`src/rtl/zp_pkg.sv`:
```
package zp_pkg;
  localparam int unsigned NIB_W  = 4;
  localparam int unsigned BYTE_W = 2 * NIB_W;

  typedef logic [NIB_W-1:0] nib_t;

  typedef struct packed {
    nib_t zone;
    nib_t digit;
  } zoned_t;

  function automatic logic digit_bad(nib_t d);
    return d > nib_t'(9);
  endfunction
endpackage

```
`src/rtl/zp_seq_ctrl.sv`:
```
// Tracks bytes remaining in the field and classifies each accepted byte.
module zp_seq_ctrl #(
  parameter int unsigned LEN_W = 4
) (
  input  logic             clk_i,
  input  logic             rst_ni,
  input  logic             valid_i,
  input  logic [LEN_W-1:0] len_i,
  output logic             first_o,
  output logic             last_o,
  output logic             low_o,
  output logic             high_o
);
  logic             busy_q;
  logic [LEN_W-1:0] rem_q;
  logic [LEN_W-1:0] cur_rem;

  assign cur_rem = busy_q ? rem_q : len_i;
  assign first_o = valid_i && !busy_q;
  assign last_o  = valid_i && (cur_rem == '0);
  // bytes-after-this odd: digit fills a low nibble
  assign low_o   = valid_i && cur_rem[0];
  assign high_o  = valid_i && (cur_rem != '0) && !cur_rem[0];

  always_ff @(posedge clk_i or negedge rst_ni) begin
    if (!rst_ni) begin
      busy_q <= 1'b0;
      rem_q  <= '0;
    end else if (valid_i) begin
      busy_q <= (cur_rem != '0);
      rem_q  <= cur_rem - LEN_W'(1);
    end
  end

  AST_IDLE_HOLDS: assert property (@(posedge clk_i) disable iff (!rst_ni)
    !valid_i |=> $stable(busy_q) && $stable(rem_q)) else $error("idle advanced");
  AST_LAST_ENDS: assert property (@(posedge clk_i) disable iff (!rst_ni)
    last_o |=> !busy_q) else $error("field not closed");
endmodule

```
`src/rtl/zp_pair_reg.sv`:
```
// Holds the pending high digit and registers each completed packed byte.
module zp_pair_reg
  import zp_pkg::*;
(
  input  logic              clk_i,
  input  logic              rst_ni,
  input  logic              first_i,
  input  logic              last_i,
  input  logic              low_i,
  input  logic              high_i,
  input  zoned_t            byte_i,
  output logic              out_valid_o,
  output logic [BYTE_W-1:0] out_data_o,
  output logic              done_o
);
  nib_t hi_q;
  nib_t hi_src;

  // a field opening on a low nibble is padded with zero
  assign hi_src = first_i ? nib_t'(0) : hi_q;

  always_ff @(posedge clk_i or negedge rst_ni) begin
    if (!rst_ni) begin
      hi_q        <= '0;
      out_valid_o <= 1'b0;
      out_data_o  <= '0;
      done_o      <= 1'b0;
    end else begin
      if (high_i) hi_q <= byte_i.digit;
      out_valid_o <= low_i || last_i;
      done_o      <= last_i;
      if (last_i)     out_data_o <= {byte_i.digit, byte_i.zone};
      else if (low_i) out_data_o <= {hi_src, byte_i.digit};
    end
  end

  AST_HIGH_SILENT: assert property (@(posedge clk_i) disable iff (!rst_ni)
    high_i |=> !out_valid_o) else $error("output on high digit");
endmodule

```
`src/rtl/zp_err_track.sv`:
```
module zp_err_track
  import zp_pkg::*;
(
  input  logic clk_i,
  input  logic rst_ni,
  input  logic valid_i,
  input  logic last_i,
  input  nib_t digit_i,
  output logic err_o
);
  logic acc_q;
  logic bad;

  assign bad = valid_i && digit_bad(digit_i);

  always_ff @(posedge clk_i or negedge rst_ni) begin
    if (!rst_ni) begin
      acc_q <= 1'b0;
      err_o <= 1'b0;
    end else begin
      err_o <= last_i && (acc_q || bad);
      if (last_i)   acc_q <= 1'b0;
      else if (bad) acc_q <= 1'b1;
    end
  end

  AST_BAD_LAST: assert property (@(posedge clk_i) disable iff (!rst_ni)
    (last_i && bad) |=> err_o) else $error("bad last digit missed");
endmodule

```
`src/rtl/zp_packer.sv`:
```
module zp_packer
  import zp_pkg::*;
#(
  parameter int unsigned LEN_W = 4
) (
  input  logic             clk_i,
  input  logic             rst_ni,
  input  logic             src_valid_i,
  input  logic [7:0]       src_data_i,
  input  logic [LEN_W-1:0] len_i,
  output logic             snk_valid_o,
  output logic [7:0]       snk_data_o,
  output logic             done_o,
  output logic             err_o
);
  logic   first, last, low, high;
  zoned_t in_byte;

  assign in_byte = zoned_t'(src_data_i);

  zp_seq_ctrl #(.LEN_W(LEN_W)) u_ctrl (
    .clk_i   (clk_i),
    .rst_ni  (rst_ni),
    .valid_i (src_valid_i),
    .len_i   (len_i),
    .first_o (first),
    .last_o  (last),
    .low_o   (low),
    .high_o  (high)
  );

  zp_pair_reg u_pair (
    .clk_i       (clk_i),
    .rst_ni      (rst_ni),
    .first_i     (first),
    .last_i      (last),
    .low_i       (low),
    .high_i      (high),
    .byte_i      (in_byte),
    .out_valid_o (snk_valid_o),
    .out_data_o  (snk_data_o),
    .done_o      (done_o)
  );

  zp_err_track u_err (
    .clk_i   (clk_i),
    .rst_ni  (rst_ni),
    .valid_i (src_valid_i),
    .last_i  (last),
    .digit_i (in_byte.digit),
    .err_o   (err_o)
  );

  AST_DONE_HAS_DATA: assert property (@(posedge clk_i) disable iff (!rst_ni)
    done_o |-> snk_valid_o) else $error("done without data");
  AST_ERR_AT_DONE: assert property (@(posedge clk_i) disable iff (!rst_ni)
    err_o |-> done_o) else $error("err outside done");
  AST_IDLE_NO_OUT: assert property (@(posedge clk_i) disable iff (!rst_ni)
    !src_valid_i |=> !snk_valid_o) else $error("output after idle");
  AST_SIGN_MOVE: assert property (@(posedge clk_i) disable iff (!rst_ni)
    last |=> snk_data_o[3:0] == $past(src_data_i[7:4])) else $error("sign lost");
  AST_LAST_DIGIT: assert property (@(posedge clk_i) disable iff (!rst_ni)
    last |=> snk_data_o[7:4] == $past(src_data_i[3:0])) else $error("last digit lost");
  AST_PAD_ZERO: assert property (@(posedge clk_i) disable iff (!rst_ni)
    (first && len_i[0]) |=> snk_valid_o && snk_data_o[7:4] == 4'h0) else $error("pad missing");
endmodule

```
`config.mk`:
```
export PLATFORM = sky130hd
export DESIGN_NAME = zp_packer
export DESIGN_NICKNAME = d
export VERILOG_FILES = /design/src/rtl/zp_pkg.sv /design/src/rtl/zp_seq_ctrl.sv /design/src/rtl/zp_pair_reg.sv /design/src/rtl/zp_err_track.sv /design/src/rtl/zp_packer.sv
export SDC_FILE = /design/constraint.sdc
export NUM_CORES = 1
export LEC_CHECK = 0
export BUFFER_PORTS_ARGS = -buffer_cell sky130_fd_sc_hd__buf_4
export CAP_MARGIN = 20
export CORE_MARGIN = 4
export CORE_UTILIZATION = 50
export DETAILED_ROUTE_END_ITERATION = 7
export GPL_ROUTABILITY_DRIVEN = 0
export PLACE_DENSITY = 0.76
export SLEW_MARGIN = 5
export SYNTH_ARGS = -nofsm -noshare
export SYNTH_HDL_FRONTEND = slang
export SYNTH_SLANG_ARGS = --single-unit
```
`constraint.sdc`:
```
create_clock -name clk_i -period 3.1 [get_ports clk_i]
set_input_delay 0.62 -clock clk_i [delete_from_list [all_inputs] [get_ports clk_i]]
set_output_delay 0.62 -clock clk_i [all_outputs]
set_load 0.005 [all_outputs]
```
# After elaboration in Yosys (flattened, before gate mapping)
# Index checks and enable logic that the tools add are counted.
[totals]
register_bits = 21
out_inout_bits = 11
[op_classes]
addsub = 1
magnitude_cmp = 1
n_mux = 6
n_reduce_logical = 15
[op_table]
columns = ["operator", "count"]
rows = [
  ["8-bit 2-to-1 mux", 2],
  ["4-bit 2-to-1 mux", 2],
  ["1-bit logical AND", 7],
  ["4-bit greater-than comparator, second input constant", 1],
  ["4-bit zero test", 1],
  ["2-bit nonzero test", 2],
  ["4-bit nonzero test", 1],
  ["4-bit by 1-bit subtractor with 4-bit output, second input constant", 1],
  ["1-bit zero test", 2],
  ["1-bit logical OR", 2],
  ["1-bit 2-to-1 mux", 2],
]

# Depth between registers and ports, before layout
[depth]
word_depth = 5
mapped_depth = 9

# Hierarchy
# From an unflattened synthesis, not the netlist that was laid out.
[unflattened]
hier_cells = 92
hier_area_um2 = 1041.0
[by_module_without_submodules]
columns = ["mod", "n_inst", "cells_each", "area_per_inst_um2", "seq_area_each_um2"]
rows = [
  ["zp_pair_reg", 1, 50, 609.3, 350.3],
  ["zp_seq_ctrl", 1, 36, 352.8, 125.1],
  ["zp_err_track", 1, 6, 78.8, 50.0],
]

# Worst setup path before layout
# No wires, ideal clock.
[synth_timing]
path_kind = "input to register"
from = "in len_i[0]"
to = "reg u_pair.hi_q[0]"
arrival_time_ns = 2.370
required_ns = 2.975
path_slack_ns = 0.606
stages = 7
path_buffers = 0
path_cell_list = "mux2_2 -> inv_1 -> ha_1 -> or4b_4 -> and2_4 -> nand3_2 -> mux2_2"
[synth_between]
elab_chain_len = 4
word_cells_on_any_way = 5
classes_between = "1 x mux; 4 x reduce/logical"
[synth_lines]
columns = ["item", "line_no", "source"]
rows = [
  ["from (decl)", "zp_packer.sv:10", "input logic [LEN_W-1:0] len_i,"],
  ["4-bit 2-to-1 mux (*)", "zp_seq_ctrl.sv:18", "assign cur_rem = busy_q ? rem_q : len_i;"],
  ["4-bit nonzero test", "zp_seq_ctrl.sv:23", "assign high_o = valid_i && (cur_rem != '0) && !cur_rem[0];"],
  ["1-bit logical AND", "zp_seq_ctrl.sv:23", ""],
  ["1-bit logical AND (*)", "zp_seq_ctrl.sv:23", ""],
  ["to (signal assigned)", "zp_pair_reg.sv:29", "if (high_i) hi_q <= byte_i.digit;"],
  ["to (decl)", "zp_pair_reg.sv:16", "nib_t hi_q;"],
]
# Mark *: on every way between the ends. The rest lies on a longest branch, timed or not.
# A chain may end at the register's enable or synchronous reset.

# Worst setup path after layout
[layout_timing]
from = "reg u_ctrl.busy_q"
to = "reg u_pair.hi_q[1]"
[layout_between]
elab_chain_len = 4
word_cells_on_any_way = 5
classes_between = "1 x mux; 4 x reduce/logical"
[layout_lines]
columns = ["item", "line_no", "source"]
rows = [
  ["from (decl)", "zp_seq_ctrl.sv:14", "logic busy_q;"],
  ["from (signal assigned)", "zp_seq_ctrl.sv:30", "busy_q <= (cur_rem != '0);"],
  ["4-bit 2-to-1 mux (*)", "zp_seq_ctrl.sv:18", ""],
  ["4-bit nonzero test", "zp_seq_ctrl.sv:23", ""],
  ["1-bit logical AND", "zp_seq_ctrl.sv:23", ""],
  ["1-bit logical AND (*)", "zp_seq_ctrl.sv:23", ""],
]
# Marks and branches as above.

==> out/qor.log <==
[outcome] result of the run completed
[finish] Non-Filler Cell Area, Final 0.001271 mm2
[place] cell count after placement 136
[critical_path] endpoint of the most critical setup path u_pair.hi_q[1]$_DFFE_PN0P_
[routing] via count 804
[critical_path] length in cells of the worst reg-to-reg path 7
[sta] maximum frequency from static timing analysis 363.3 MHz
[power_and_ir_drop] leakage power total 0.6218 nW
[sta] Period minus WS final 2.753 ns
[power_and_ir_drop] total power consumption of the routed design 1.193 mW
[finish] utilization after layout 64.14%
[finish] synthesis-to-finish area growth 21.10%
[power_and_ir_drop] part of the total power dissipated in sequential elements 40.7%
[sta] post-route setup TNS 0 ns
[cts] clock insertion delay at the later pin of the skew report 0.30 ns
[place] buffers added on ports 25
[floorplan] chip height 53.82 um
[sta] share of the clock period used by the worst path after layout 88.80%
[power_and_ir_drop] maximum ir drop on the vdd rail 0.6063 mV
[sta] Max Slew Vio Count 0
[routing] Routed Antenna Nets 0
[critical_path] largest fanout of any net on the critical path 11
[critical_path] critical path data arrival time 2.95 ns
[yosys] warnings from Yosys 0
[critical_path] Cell Chain, Critical Path mux2_2 -> inv_1 -> ha_1 -> or4b_4 -> and2_4 -> nand3_2 -> mux2_2
[routing] number of DRC markers after the initial detailed-route iteration 8
[global_route] grt total ovfl 0
[critical_path] delay contributed by the slowest stage of the critical path 0.62 ns
[critical_path] Worst setup startpoint u_ctrl.busy_q$_DFFE_PN0P_
[routing] average wire length per cell after detail routing 15.24 um
[yosys] count of different cell masters after synthesis 28
[floorplan] die extent in x 53.82 um
[run] max-cap violation count 0
[sta] RSZ-0062 raised after global routing false
[critical_path] most used cell along the critical path mux2_2
[cts] CTS root buffer clkbuf_4
[yosys] sequential share of the synthesized area 50.06%
[yosys] Synth Net Count 104
[yosys] most area-consuming cells after synthesis dfrtp_1 (50%), mux2_2 (6.4%), a221o_1 (3.8%)
[global_route] Global Route Usage Sum 17.44%
[floorplan] area of the die 0.002897 mm2
[floorplan] Initial Utilization 52.97%
[power_and_ir_drop] Pint 0.7678 mW
[sta] worst slew margin relative to its limit 71.89%
[critical_path] R2R Path Start u_ctrl.busy_q$_DFFE_PN0P_
[critical_path] critical path startpoint category flop
[finish] fin cells 140
[cts] setup fix buffers added after clock tree synthesis 0
[power_and_ir_drop] power share of the combinational group 48.4%
[power_and_ir_drop] fraction of power consumed by the clock network 10.9%
[yosys] cell count after synthesis 87
[place] Placement Cell Area 0.001245 mm2
[sta] minimum hold slack 0.1771 ns
[critical_path] R2R Setup Slk 0.35 ns
[finish] antenna fix cells 0
[power_and_ir_drop] Power Density 938.7 mW/mm2
[global_route] via count of the first global-routing pass 815
[finish] Final nets 131
[place] Detail Placement HPWL 1.613 mm
[yosys] dominant cell type by area after synthesis dfrtp_1
[finish] share of layout cells above drive strength 1 39.82%
[sta] Clock Skew 0.001475 ns
[sta] final worst setup slack 0.3473 ns
[power_and_ir_drop] switching power 0.4255 mW
[hold_path] worst min-delay path class in2async
[finish] number of fillers in the final layout 155
[cts] TritonCTS clock tree yes
[critical_path] endpoint type of the worst setup path flop
[floorplan] # rows 16
[cts] clock buffer depth 2
[critical_path] endpoint of the worst-slack reg-to-reg timing path u_pair.hi_q[1]$_DFFE_PN0P_
[cts] hold bufs inserted after CTS 0
[place] worst slack after detailed placement 0.3565 ns
[critical_path] cell type of the slowest stage on the worst timing path dfrtp_1
[yosys] proportion of netlist area held by the largest area contributor 50.06%
[critical_path] critical setup path kind reg2reg
[sta] setup violation total in the final timing report 0
[floorplan] core area 0.001982 mm2
[yosys] combined area of all synthesized cells 0.001050 mm2
[global_route] largest net degree at the start of global routing 23
[power_and_ir_drop] switching power share of the total 35.65%
[yosys] flop and latch count out of synthesis 21
[global_route] number of antenna violations at the first check in global routing 0
[cts] number of buffers added by the clock tree synthesis step 3
[yosys] Synth Area per Inst 12.07 um2
[sta] Hold Vio Cnt, Final 0
[cts] register clock-pin slew on the reported worst setup and hold paths 0.11 ns
[cts] clock sinks 21
[routing] routed vias/inst 5.743
[sta] slew at the pin with the worst max-slew slack 0.4216 ns
[routing] TritonRoute pass-1 iters 4
[floorplan] number of I/O pins 26
[cts] number of H-tree levels 1
[routing] Routed WL 2.134 mm
[routing] residual DRC count 0
[cts] post_cts resized 0
[critical_path] Data required, critical path 3.30 ns
[global_route] first-pass GRT wire length 3.601 mm
==> kinds of logic (layout without fill, tap and decap cells) <==
group | after synthesis | after routing | synth area share, %
muxes | 9 | 9 | 9.296
and+or+nand+nor | 22 | 22 | 15.38
adders and majority gates | 2 | 2 | 2.383
buffers and inverters | 9 | 35 | 4.648
DFF | 21 | 21 | 50.06
AOI/OAI and AO/OA | 23 | 23 | 17.40
xor gates and xnor gates | 1 | 1 | 0.8345
==> layout make-up <==
cell class              instances  area (um2)  share of cell area [%]
multi-input cells              57       475.5                   37.40
clock buffers                   4       26.28                   2.067
inverters                       6       22.52                   1.772
repair buffers                 25       187.7                   14.76
flip-flops and latches         21       525.5                   41.34
well taps                      27       33.78                   2.657
==> critical path, delay by kind of cell, from the launching register on <==
kind | cells | cell delay, ns
simple gates | 3 | 0.84
buf+inv | 1 | 0.15
flops | 1 | 0.62
fa+ha+maj | 1 | 0.24
mux | 2 | 0.79
==> cells in the final DEF (no fill, tap or decap), types with 2 or more instances in the layout <==
cell,n
clkbuf_4,3
a221oi_1,2
a21oi_1,3
and3_2,4
o22ai_1,5
ha_1,2
nand2_1,5
dfrtp_1,21
nand3_2,2
nor2_1,5
mux2i_1,3
mux2_2,6
a2bb2oi_1,4
a221o_1,4
inv_1,6
buf_4,25
==> synthesized netlist by cell type <==
| master | n |
|---|---|
| mux2i_1 | 3 |
| o21ai_4 | 1 |
| nand3_2 | 2 |
| nand2_1 | 5 |
| o211ai_1 | 1 |
| o22ai_1 | 5 |
| a221oi_1 | 2 |
| buf_6 | 2 |
| a221o_1 | 4 |
| ha_1 | 2 |
| nor2_1 | 5 |
| a2bb2oi_1 | 4 |
| nand2b_1 | 1 |
| nand2_4 | 1 |
| a22oi_1 | 1 |
| and3_2 | 4 |
| o21a_1 | 1 |
| nand4bb_4 | 1 |
| xor2_1 | 1 |
| dfrtp_1 | 21 |
| a21oi_1 | 3 |
| nor2b_1 | 1 |
| o21ai_0 | 1 |
| and2_4 | 1 |
| mux2_2 | 6 |
| inv_1 | 6 |
| or4b_4 | 1 |
| clkbuf_1 | 1 |
==> power by group through the flow <==
stage	logic [mW]	registers [mW]	clock network [mW]
2_1_floorplan	0.415	0.466	0
3_3_place_gp	0.564	0.487	0
3_5_place_dp	0.578	0.491	0
4_1_cts	0.582	0.486	0.132
5_1_grt	0.637	0.501	0.145
6_report	0.578	0.486	0.130
==> worst min path at each step <==
stage                                     startpoint                                to  slack, ns  cells past startpoint
after floorplan                               rst_ni         u_ctrl.busy_q$_DFFE_PN0P_       0.32                      0
after global placement    u_pair.hi_q[2]$_DFFE_PN0P_  u_pair.out_data_o[6]$_DFFE_PN0P_       0.49                      1
after global routing                          rst_ni           u_pair.done_o$_DFF_PN0_       0.18                      1
after detailed placement  u_pair.hi_q[0]$_DFFE_PN0P_  u_pair.out_data_o[4]$_DFFE_PN0P_       0.50                      1
final                                         rst_ni  u_pair.out_data_o[5]$_DFFE_PN0P_       0.18                      1
after CTS                                     rst_ni           u_pair.done_o$_DFF_PN0_       0.18                      1
==> per-layer routing <==
layer  vias up  wire length, um  global-route usage (%)
met4         0               37                   7.660
li1        374                -                       -
met5         -                0                       0
met3         7              102                   2.770
met1       396              897                   21.62
met2        27             1097                   29.64
==> sequential cells by signal (all words and copies together) (netlist names) <==
signal / count
u_ctrl.busy_q: 1
u_err.acc_q: 1
u_ctrl.rem_q: 4
u_pair.hi_q: 4
u_pair.out_data_o: 8
u_pair.out_valid_o: 1
u_err.err_o: 1
u_pair.done_o: 1
Note: power is estimated with default switching activity, not from simulation.
